--- config.mk ---
export PLATFORM = sky130hd
export DESIGN_NAME = dispirq_ctrl
export DESIGN_NICKNAME = d
export VERILOG_FILES = /design/src/rtl/dispirq_pkg.sv /design/src/rtl/dispirq_pipe_stat.sv /design/src/rtl/dispirq_hotplug.sv /design/src/rtl/dispirq_iir.sv /design/src/rtl/dispirq_ctrl.sv
export SDC_FILE = /design/constraint.sdc
export NUM_CORES = 1
export LEC_CHECK = 0
export BUFFER_PORTS_ARGS = -buffer_cell sky130_fd_sc_hd__buf_2
export CAP_MARGIN = 20
export CORE_AREA = 2 2 138 174
export CTS_BUF_LIST = sky130_fd_sc_hd__clkbuf_8
export CTS_CLUSTER_DIAMETER = 50
export CTS_CLUSTER_SIZE = 28
export DETAILED_ROUTE_END_ITERATION = 10
export DIE_AREA = 0 0 140 176
export SLEW_MARGIN = 0
export SYNTH_ARGS = -nofsm -noshare
export SYNTH_HDL_FRONTEND = slang
export SYNTH_HIERARCHICAL = 1
export SYNTH_SLANG_ARGS = --single-unit
--- constraint.sdc ---
create_clock -name clk -period 1.7 [get_ports clk]
set_input_delay 0.34 -clock clk [delete_from_list [all_inputs] [get_ports clk]]
set_output_delay 0.34 -clock clk [all_outputs]
set_load 0.05 [all_outputs]
--- src/rtl/dispirq_pkg.sv ---
package dispirq_pkg;
   localparam int DATA_W      = 32;
   localparam int PST_EVT     = 16;   // event status bits per pipe
   localparam int PST_EN_LSB  = 16;   // enable for status n sits at n + 16
   localparam int PST_EN_W    = 15;   // bits 30:16
   localparam int PST_OVF_BIT = 31;

   localparam int IIR_USER  = 0;
   localparam int IIR_AUX   = 1;
   localparam int IIR_HP    = 2;
   localparam int IIR_PIPE0 = 3;

   localparam int A_IIR    = 0;
   localparam int A_IMR    = 1;
   localparam int A_IER    = 2;
   localparam int A_HPSTAT = 3;
   localparam int A_HPEN   = 4;
   localparam int A_PIPE0  = 8;
endpackage

--- src/rtl/dispirq_pipe_stat.sv ---
module dispirq_pipe_stat
   import dispirq_pkg::*;
(
   input  logic              clk,
   input  logic              rst_n,
   input  logic              wr,
   input  logic [DATA_W-1:0] wdata,
   input  logic [PST_EVT-1:0] evt,
   input  logic              ovf,
   output logic [DATA_W-1:0] word,
   output logic              pend
);
   logic [PST_EVT-1:0]  st_lo;
   logic                st_ovf;
   logic [PST_EN_W-1:0] en;
   logic [PST_EVT-1:0]  clr_lo;
   logic                clr_ovf;

   assign clr_lo  = wr ? wdata[PST_EVT-1:0] : '0;
   assign clr_ovf = wr & wdata[PST_OVF_BIT];

   always_ff @(posedge clk or negedge rst_n) begin
      if (!rst_n) begin
         st_lo  <= '0;
         st_ovf <= 1'b0;
         en     <= '0;
      end else begin
         // event has priority over a same-cycle clear
         st_lo  <= (st_lo & ~clr_lo) | evt;
         st_ovf <= (st_ovf & ~clr_ovf) | ovf;
         if (wr) en <= wdata[PST_EN_LSB +: PST_EN_W];
      end
   end

   assign word = {st_ovf, en, st_lo};
   assign pend = |(st_lo[PST_EN_W-1:0] & en);
endmodule

--- src/rtl/dispirq_hotplug.sv ---
module dispirq_hotplug #(
   parameter int NUM_PORTS = 4
) (
   input  logic                 clk,
   input  logic                 rst_n,
   input  logic                 wr_stat,
   input  logic                 wr_en,
   input  logic [NUM_PORTS-1:0] wdata,
   input  logic [NUM_PORTS-1:0] det,
   output logic [NUM_PORTS-1:0] stat,
   output logic [NUM_PORTS-1:0] en,
   output logic                 any
);
   logic [NUM_PORTS-1:0] clr;
   assign clr = wr_stat ? wdata : '0;

   always_ff @(posedge clk or negedge rst_n) begin
      if (!rst_n) begin
         stat <= '0;
         en   <= '0;
      end else begin
         stat <= (stat & ~clr) | det;
         if (wr_en) en <= wdata;
      end
   end

   assign any = |(stat & en);
endmodule

--- src/rtl/dispirq_iir.sv ---
module dispirq_iir #(
   parameter int IIR_W = 5
) (
   input  logic             clk,
   input  logic             rst_n,
   input  logic [IIR_W-1:0] src,
   input  logic [IIR_W-1:0] ier,
   input  logic [IIR_W-1:0] imr,
   input  logic [IIR_W-1:0] clr,
   output logic [IIR_W-1:0] iir,
   output logic             msi
);
   logic [IIR_W-1:0] src_q;
   logic [IIR_W-1:0] set;
   logic             nz_q;

   assign set = src & ~src_q & ier & ~imr;

   always_ff @(posedge clk or negedge rst_n) begin
      if (!rst_n) begin
         src_q <= '0;
         iir   <= '0;
         nz_q  <= 1'b0;
      end else begin
         src_q <= src;
         iir   <= (iir & ~clr) | set;
         nz_q  <= |iir;
      end
   end

   assign msi = (|iir) & ~nz_q;
endmodule

--- src/rtl/dispirq_ctrl.sv ---
module dispirq_ctrl
   import dispirq_pkg::*;
#(
   parameter int NUM_PIPES = 2,
   parameter int NUM_PORTS = 4,
   parameter int ADDR_W    = 4
) (
   input  logic                    clk,
   input  logic                    rst_n,
   input  logic                    reg_wr,
   input  logic                    reg_rd,
   input  logic [ADDR_W-1:0]       reg_addr,
   input  logic [DATA_W-1:0]       reg_wdata,
   output logic [DATA_W-1:0]       reg_rdata,
   input  logic                    user_evt,
   input  logic                    aux_evt,
   input  logic [NUM_PIPES*PST_EVT-1:0] pipe_evt,
   input  logic [NUM_PIPES-1:0]    pipe_ovf,
   input  logic [NUM_PORTS-1:0]    hp_det,
   output logic                    irq_level,
   output logic                    irq_msi
);
   localparam int IIR_W = IIR_PIPE0 + NUM_PIPES;
   localparam logic [IIR_W-1:0] IER_RST = IIR_W'(1) << IIR_USER;

   if (NUM_PIPES < 1 || NUM_PIPES > 8) begin : g_bad_pipes
      $error("NUM_PIPES must be 1..8");
   end
   if (NUM_PORTS < 1 || NUM_PORTS > DATA_W) begin : g_bad_ports
      $error("NUM_PORTS must be 1..32");
   end
   if ((A_PIPE0 + NUM_PIPES) > (1 << ADDR_W)) begin : g_bad_addr
      $error("ADDR_W too small for pipe registers");
   end

   logic             sel_iir, sel_imr, sel_ier, sel_hps, sel_hpe;
   logic [IIR_W-1:0] imr_q, ier_q, iir_q, iir_clr, src;
   logic [NUM_PIPES-1:0] pipe_pend;
   logic [DATA_W-1:0] pst_word [NUM_PIPES];
   logic [NUM_PORTS-1:0] hp_stat, hp_en;
   logic             hp_any;
   logic [DATA_W-1:0] rd_mux;

   assign sel_iir = reg_addr == ADDR_W'(A_IIR);
   assign sel_imr = reg_addr == ADDR_W'(A_IMR);
   assign sel_ier = reg_addr == ADDR_W'(A_IER);
   assign sel_hps = reg_addr == ADDR_W'(A_HPSTAT);
   assign sel_hpe = reg_addr == ADDR_W'(A_HPEN);

   always_ff @(posedge clk or negedge rst_n) begin
      if (!rst_n) begin
         imr_q <= '1;
         ier_q <= IER_RST;
      end else if (reg_wr) begin
         if (sel_imr) imr_q <= reg_wdata[IIR_W-1:0];
         if (sel_ier) ier_q <= reg_wdata[IIR_W-1:0];
      end
   end

   assign iir_clr = (reg_wr && sel_iir) ? reg_wdata[IIR_W-1:0] : '0;

   for (genvar p = 0; p < NUM_PIPES; p++) begin : g_pipe
      dispirq_pipe_stat u_pst (
         .clk   (clk),
         .rst_n (rst_n),
         .wr    (reg_wr && (reg_addr == ADDR_W'(A_PIPE0 + p))),
         .wdata (reg_wdata),
         .evt   (pipe_evt[p*PST_EVT +: PST_EVT]),
         .ovf   (pipe_ovf[p]),
         .word  (pst_word[p]),
         .pend  (pipe_pend[p])
      );
   end

   dispirq_hotplug #(.NUM_PORTS(NUM_PORTS)) u_hp (
      .clk     (clk),
      .rst_n   (rst_n),
      .wr_stat (reg_wr && sel_hps),
      .wr_en   (reg_wr && sel_hpe),
      .wdata   (reg_wdata[NUM_PORTS-1:0]),
      .det     (hp_det),
      .stat    (hp_stat),
      .en      (hp_en),
      .any     (hp_any)
   );

   assign src = {pipe_pend, hp_any, aux_evt, user_evt};

   dispirq_iir #(.IIR_W(IIR_W)) u_iir (
      .clk   (clk),
      .rst_n (rst_n),
      .src   (src),
      .ier   (ier_q),
      .imr   (imr_q),
      .clr   (iir_clr),
      .iir   (iir_q),
      .msi   (irq_msi)
   );

   assign irq_level = (|iir_q) | (|pipe_pend);

   always_comb begin
      rd_mux = '0;
      if (sel_iir) rd_mux = DATA_W'(iir_q);
      if (sel_imr) rd_mux = DATA_W'(imr_q);
      if (sel_ier) rd_mux = DATA_W'(ier_q);
      if (sel_hps) rd_mux = DATA_W'(hp_stat);
      if (sel_hpe) rd_mux = DATA_W'(hp_en);
      for (int p = 0; p < NUM_PIPES; p++) begin
         if (reg_addr == ADDR_W'(A_PIPE0 + p)) rd_mux = pst_word[p];
      end
   end

   always_ff @(posedge clk or negedge rst_n) begin
      if (!rst_n)      reg_rdata <= '0;
      else if (reg_rd) reg_rdata <= rd_mux;
   end
endmodule

Yosys cells after proc, flatten, opt, wreduce, memory -nomap -nowiden
Index checks and enable logic that the tools add are counted.
{ "classes": {"eq_ne": 6, "muxes": 11, "bitwise_logic": 31, "n_reduce_logical": 13} }
{ "op_table": {"columns": ["op", "n"], "rows": [
  ["$mux 32", 6],
  ["$and 16x16->16", 2],
  ["$mux 16", 2],
  ["$not 16->16", 2],
  ["$or 16x16->16", 2],
  ["$and 15x15->15", 2],
  ["$reduce_or 15->1", 2],
  ["$reduce_or 30->1", 1],
  ["$and 5x5->5", 4],
  ["$not 5->5", 3],
  ["$mux 5", 2],
  ["$and 4x4->4", 2],
  ["$eq 4x2->1 const B", 2],
  ["$eq 4x4->1 const B", 2],
  ["$and 1x1->1", 5],
  ["$logic_and 1x1->1", 5],
  ["$or 5x5->5", 1],
  ["$reduce_or 5->1", 1],
  ["$eq 4x1->1 const B", 1],
  ["$eq 4x3->1 const B", 1],
  ["$logic_not 4->1", 1],
  ["$mux 4", 1],
  ["$not 4->4", 1],
  ["$or 4x4->4", 1],
  ["other kinds (4)", 9]
]} }
{ "word_totals": {"ff_bits": 125, "inputBits": 80, "output_inout_bits": 34, "word_cells": 75} }

Longest topological paths before layout
Gate-level depths: netlist of the first run.
{ "logic_depth": {"ltp_word": 8, "depth_mapped": 7} }

Hierarchy
The synthesis of the first run kept the hierarchy.
{ "by_module_without_submodules": {"columns": ["mod", "n_inst", "cells_each", "area_each_um2", "seq_area_each_um2"], "rows": [
  ["dispirq_pipe_stat", 2, 95, 1287.5, 800.8],
  ["dispirq_ctrl", 1, 225, 2379.8, 1058.5],
  ["dispirq_iir", 1, 30, 397.9, 275.3],
  ["dispirq_hotplug", 1, 23, 309.0, 200.2]
]} }

Worst setup path after synthesis of the first run
No wires, ideal clock.
{ "synth_timing": {"path_kind": "flip-flop to output port", "start": "register g_pipe[1].u_pst.en[2]", "end": "output irq_level", "arrival_time_ps": 1521, "slack_ps": -161, "path_stages_with_launch": 6, "cell_sequence": "dfrtp_1 a222oi_1 and3_1 nand4_1 nor4_1 nand2_1"} }
{ "synth_via": {"elab_chain_cells": 3} }
{ "synth_rtl": {"columns": ["item", "line_no", "rtl"], "rows": [
  ["start, declared", "dispirq_pipe_stat.sv:15", "logic [PST_EN_W-1:0] en;"],
  ["start signal, assigned", "dispirq_pipe_stat.sv:31", "if (wr) en <= wdata[PST_EN_LSB +: PST_EN_W];"],
  ["$and 15x15->15", "dispirq_pipe_stat.sv:36", "assign pend = |(st_lo[PST_EN_W-1:0] & en);"],
  ["$reduce_or 30->1", "dispirq_ctrl.sv:100", "assign irq_level = (|iir_q) | (|pipe_pend);"],
  ["$or 1x1->1", "dispirq_ctrl.sv:100", null],
  ["end, declared", "dispirq_ctrl.sv:20", "output logic irq_level,"]
]} }
Every way passes these cells.

Worst setup path in the final report of the first run
Same ends and word-level chain as after synthesis.

==> results of run 1 <==
==> worst reg2reg max path: stages (launching register included) <==
cell and delay (ns):
dfrtp_1 0.39, a222oi_1 0.35, and3_1 0.24, nand4_1 0.15
buf_4 0.19, nand4bb_1 0.10, o21ai_1 0.07
==> how the worst min path moves through the flow <==
stage	from	to	slack [ns]	cells after the start
after global routing	hp_det[1]	u_hp/stat[1]	0.04	2
after global placement	rst_n	g_pipe[0].u_pst/st_lo[13]	0.17	1
after floorplan	rst_n	g_pipe[0].u_pst/en[0]	0.04	0
after detailed placement	rst_n	g_pipe[0].u_pst/en[10]	0.16	1
final	hp_det[1]	u_hp/stat[1]	0.07	2
after CTS	hp_det[1]	u_hp/stat[1]	0.03	2
==> synth_stat cells (all sizes together) (6+ instances only) <==
cell type    n  share of area, %
buf         21               3.5
clkbuf       6              0.40
a22oi       10               1.3
nor2        64               4.3
inv          7              0.46
and2         7              0.77
a221oi      29               6.7
dfstp        6               2.8
nand4bb      6               1.2
a21o        38               5.0
mux2        44               9.0
a2bb2oi      8               1.2
dfrtp      119                53
nand2       42               2.8
o21ai       13               1.1
==> cell usage in the layout, fill, tap and decap left out, types with 12 or more instances in the layout <==
master / count
dfrtp_1: 118
a221oi_2: 20
o21ai_0: 12
nor2_1: 62
buf_2: 110
buf_4: 88
nand2_1: 41
mux2_2: 36
a21o_1: 38
clkbuf_8: 17
==> state kept, by name, summed over array words and instances (netlist names) <==
register,cells
ier_q,5
u_iir/nz_q,1
g_pipe.u_pst/en,30
u_hp/stat,4
g_pipe.u_pst/st_lo,32
reg_rdata,32
g_pipe.u_pst/st_ovf,2
u_iir/src_q,5
imr_q,5
u_hp/en,4
u_iir/iir,5
==> layer usage <==
metal / GRT usage [%] / vias to the layer above / part of all wire (%)
li1: - / 2117 / -
met1: 17.8 / 2207 / 42
met2: 25.8 / 117 / 51
met3: 3.01 / 18 / 4.4
met4: 5.56 / 0 / 2.3
met5: 0 / - / 0
==> timing repair <==
action                                  in CTS  in global routing
buffers inserted                             1                  1
hold buffers                                 3                  0
resized for setup                            5                  4
endpoints found under the setup margin       2                  3
pin swaps                                    2                  0
hold endpoints to repair                   121                  0
==> kinds of logic after synthesis <==
family          Yosys count  share of synthesized area [%]
compound gates          118                           18.4
simple gates            142                           12.0
buf+inv                  34                           4.38
flops                   125                           55.4
mux                      49                           9.90
==> layout make-up <==
class / count / area (um2) / share of cell area, %
timing repair buffer: 211 / 1420 / 18.4
antenna: 1 / 2.50 / 0.0326
clock buffer: 17 / 234 / 3.05
clock inverter: 14 / 201 / 2.62
sequential: 125 / 3140 / 40.9
inverter: 7 / 26.3 / 0.342
multi-input combinational: 309 / 2300 / 29.9
tap: 288 / 360 / 4.70
==> through the flow <==
stage	instances	setup WS [ns]
detailed placement	935	-0.340
global route	971	-0.953
global placement	935	-0.330
finish	972	-0.757
CTS	970	-0.814
floorplan	468	-0.0922
==> power groups by stage <==
| stage | clock (mW) | combinational, mW | sequential (mW) |
|---|---|---|---|
| floorplan | 0 | 0.623 | 3.88 |
| global placement | 0 | 1.62 | 3.67 |
| detailed placement | 0 | 1.64 | 3.69 |
| CTS | 3.00 | 1.66 | 3.64 |
| global route | 3.15 | 1.79 | 3.69 |
| finish | 2.92 | 1.66 | 3.64 |
==> metrics.cfg, run 1 <==
[pwr]
p_leak_nw = 3.38
ir_drop_mv = 0.543
swShare_pct = 28.4
internal_power_mw = 5.88
totalPowerFinal_mw = 8.22
pwr-share-clk_pct = 35.5
power.switching_mw = 2.33
seq_power_share_pct = 44.3
pwr-share-comb_pct = 20.2
pwr_density_cell_mw_per_mm2 = 1070

[worst_setup_path]
setup.worst_path.end = irq_level
critPathBufInv = 2
r2r_cells = 6
slowest_delay_ns = 0.38
path_class = reg2out
critPathTopFamily = simple AND/OR/NAND/NOR gates
r2r_start = g_pipe[0].u_pst/en[2]
cpMaxStageDelayCell = dfrtp_1
crit_start = g_pipe[1].u_pst/en[2]
rr_endpoint = u_iir/iir[3]
regToRegSetupSlack_ns = 0.10
cp.depth = 7
cp.required_ns = 1.36
arrival_ns = 2.12
worstSetupEndpointType = primary output
path_max_fanout = 2
startpoint_type = register
crit_chain = a222oi_1, and3_1, nand4_1, nor4_2, buf_4, nand2_2, buf_6

[synthesis]
synth_cells = 468
yosysUniqueCellTypes = 41
synth_edf_count = 0
synth-seq-cells = 125
synth-warning-count = 6
ys_seq_area_share_pct = 55.4
syn_nets = 548
async_reset_ff_share_pct = 100
syn_avg_cell_area_um2 = 12.1
yosys_most_used_dff = dfrtp_1
netlist_area_mm2 = 0.00566

[clocking]
tritoncts = yes
root_buffer = clkbuf_8
insertion_delay_ns = 0.45
path_clk_slew_ns = 0.07
cts-buffers-inserted = 17
cts.sinks = 125
clockBufferDepth = 2
h-tree-depth = 4

[sta]
drv_slew = 0
max_freq_ghz = 0.407
fin_crit_ns = 2.46
worst_pin_slew_ns = 0.388
holdWs_ns = 0.0654
fin_skew_ns = 0.0119
timing.final.hold_violations = 0
slew_headroom_pct = 74.1
min_period_over_period_pct = 145
setup_tns_ns = -0.785
rsz0062_at_grt = true
fin_ws_ns = -0.757
setup_violations = 2

[detailed_routing]
post_drt_wl_per_cell_um = 18.4
detail-route-antenna-nets = 0
vias_per_cell = 4.59
initialDrtViolationCount = 172
drt_wl_total_mm = 17.9
vias = 4459
drcViolationCount = 18
dr.pass1.iters = 10

[global_route]
grt_pass1_vias = 4777
grt_usage_pct = 14.7
antenna_found_initial = 0
grt_max_degree = 62
grt-ovfl-total = 0
grt_pass1_wl_mm = 27.1

[placement]
port_buffers = 113
post-dp-hpwl_mm = 13.6
place_area_mm2 = 0.00716
place_congestion = 0.813

[finish]
fin_util_pct = 33.5
nets = 751
fillers = 2309
synthToLayoutAreaGrowth_pct = 35.6
layout-drive-gt1-share_pct = 46.1
stdcell_area_mm2 = 0.00767

[floorplanning]
die-width_um = 140
start_util_pct = 24.7
core_mm2 = 0.0229
num_rows = 62
die_area_mm2 = 0.0246
die-height_um = 176
pin_count = 114

[job]
maxCapViolations = 0

[outcome]
outcome = finished with violations
failed_checks = DRC, setup timing

[worst_hold_path]
hp-class = in2reg

(Power assumes the default switching activity.)
==> run 2: changes to the inputs <==
==> constraint.sdc (replaced) <==
create_clock -name clk -period 1.7 [get_ports clk]
set_input_delay 0.34 -clock clk [delete_from_list [all_inputs] [get_ports clk]]
set_output_delay 0.34 -clock clk [all_outputs]
set_load 0.02 [all_outputs]
==> run 2 against run 1 <==
The flow still finishes with violations (DRC, setup timing); flip-flop and latch count stayed put; clock power fell by 2%; global-route usage grew 0.29 points; utilization increased by 0.13 points; highest routed layer unchanged; via count is 0.99% higher; fmax shrank 2.9%; critical path depth is 1 lower; largest cell class unchanged; combinational power fell by 10%; wire length up 2.2%; worst hold slack worse by 0.00061 ns.
==> metrics.cfg, run 2 (synthesized netlist as in run 1, its figures left out) <==
[worst_setup_path]
worstSetupEndpointType = primary output
cp.required_ns = 1.36
startpoint_type = register
slowest_delay_ns = 0.38
cpMaxStageDelayCell = dfrtp_1
path_max_fanout = 2
path_class = reg2out
crit_chain = a222oi_1, and3_1, nand4_1, nor4_2, nand2_1, buf_2
arrival_ns = 2.19

[sta]
worst_pin_slew_ns = 0.463
max_freq_ghz = 0.395
timing.final.hold_violations = 0
fin_ws_ns = -0.831
fin_skew_ns = 0.0138
fin_crit_ns = 2.53
setup_violations = 2
slew_headroom_pct = 69.2
min_period_over_period_pct = 149
drv_slew = 0
rsz0062_at_grt = true

[pwr]
pwr-share-clk_pct = 35.8
swShare_pct = 27.3
totalPowerFinal_mw = 8.01
internal_power_mw = 5.82
seq_power_share_pct = 45.6
pwr-share-comb_pct = 18.6
power.switching_mw = 2.19
p_leak_nw = 3.37
pwr_density_cell_mw_per_mm2 = 1040
ir_drop_mv = 0.618

[floorplanning]
die-width_um = 140
pin_count = 114
core_mm2 = 0.0229
start_util_pct = 24.7
die-height_um = 176
num_rows = 62
die_area_mm2 = 0.0246

[detailed_routing]
vias = 4503
drcViolationCount = 11
post_drt_wl_per_cell_um = 18.7
drt_wl_total_mm = 18.2
initialDrtViolationCount = 231
detail-route-antenna-nets = 0
dr.pass1.iters = 8
vias_per_cell = 4.62

[global_route]
grt_pass1_wl_mm = 27.5
grt_usage_pct = 15.0
grt_pass1_vias = 4777
antenna_found_initial = 1
grt_max_degree = 36
grt-ovfl-total = 0

[job]
maxCapViolations = 0

[finish]
nets = 754
layout_commonest_cell = dfrtp_1
final_cell_mix = dfrtp_1, buf_2, buf_4, nor2_1, nand2_1
fin_util_pct = 33.7
seqCellArea_mm2 = 0.00314
layout-drive-gt1-share_pct = 46.4
multi_input_area_mm2 = 0.00229
fillers = 2326
stdcell_area_mm2 = 0.00770
reg_top3 = g_pipe.u_pst/st_lo x32, reg_rdata x32, g_pipe.u_pst/en x30
final_cells = 974
synthToLayoutAreaGrowth_pct = 36.1

[placement]
post-dp-hpwl_mm = 13.8
place_area_mm2 = 0.00719
port_buffers = 113
place_inst = 936
place_congestion = 0.855

[clocking]
root_buffer = clkbuf_8
cts.sinks = 125
cts-buffers-inserted = 17
path_clk_slew_ns = 0.08
insertion_delay_ns = 0.45
h-tree-depth = 4
clockBufferDepth = 2
tritoncts = yes

[worst_hold_path]
hp-class = in2reg

[outcome]
failed_checks = DRC, setup timing
outcome = finished with violations

## run 2: final cells by class
class	instances	area share, %
multi-input cells	309	29.8
clock inverters	11	2.18
diodes	1	0.0325
repair buffers	214	18.9
well taps	288	4.68
inverters	7	0.341
clock buffers	19	3.39
flip-flops and latches	125	40.7
## run 2: worst paths after layout
kind	from	end	slack, ns	cells after the start
hold / removal	pipe_evt[8]	g_pipe[0].u_pst/st_lo[8]	0.06	2
setup / recovery	g_pipe[1].u_pst/st_lo[2]	irq_level	-0.83	6
setup reg to reg	g_pipe[0].u_pst/en[2]	u_iir/iir[3]	0	6
hold reg to reg	g_pipe[1].u_pst/st_lo[15]	g_pipe[1].u_pst/st_lo[15]	0.50	1
min in group asynchronous	rst_n	reg_rdata[31]	0.38	2
max in group asynchronous	rst_n	ier_q[0]	0.68	3
## run 2: stage by stage
stage,setup WS (ns),TNS [ns],hold slack (ns)
6_report,-0.831,-0.834,0.0648
5_1_grt,-0.955,-1.24,0.0396
4_1_cts,-0.888,-0.963,0.0223
3_5_place_dp,-0.355,-0.367,0.325
3_3_place_gp,-0.394,-0.395,0.324
2_1_floorplan,-0.00743,-0.00743,0.0444
## run 2: timing repair
item / in CTS / in global routing
hold buffers: 3 / 0
setup buffers: 2 / 3
endpoints found under the hold margin: 29 / 0
endpoints found under the setup margin: 3 / 3
cloned: 0 / 0
resized for setup: 3 / 7
pin swaps: 2 / 4
## run 2: worst max-delay path: cells and delay by family, from the launching register on
kind,cells,cell delay (ns)
and+or+nand+nor,4,0.84
DFF,1,0.38
AOI/OAI and AO/OA,1,0.36
buffers and inverters,1,0.17
## run 2: power groups by stage
stage / logic [mW] / registers (mW) / clock network, mW
2_1_floorplan: 0.620 / 3.73 / 0
3_3_place_gp: 1.45 / 3.68 / 0
3_5_place_dp: 1.47 / 3.69 / 0
4_1_cts: 1.50 / 3.63 / 2.96
5_1_grt: 1.63 / 3.69 / 3.07
6_report: 1.49 / 3.65 / 2.87
## run 2: layer usage
metal / part of all wire [%] / global-route usage [%]
met1: 42 / 18.1
met2: 52 / 26.5
met3: 4.8 / 3.72
met4: 1.6 / 4.80
met5: 0 / 0
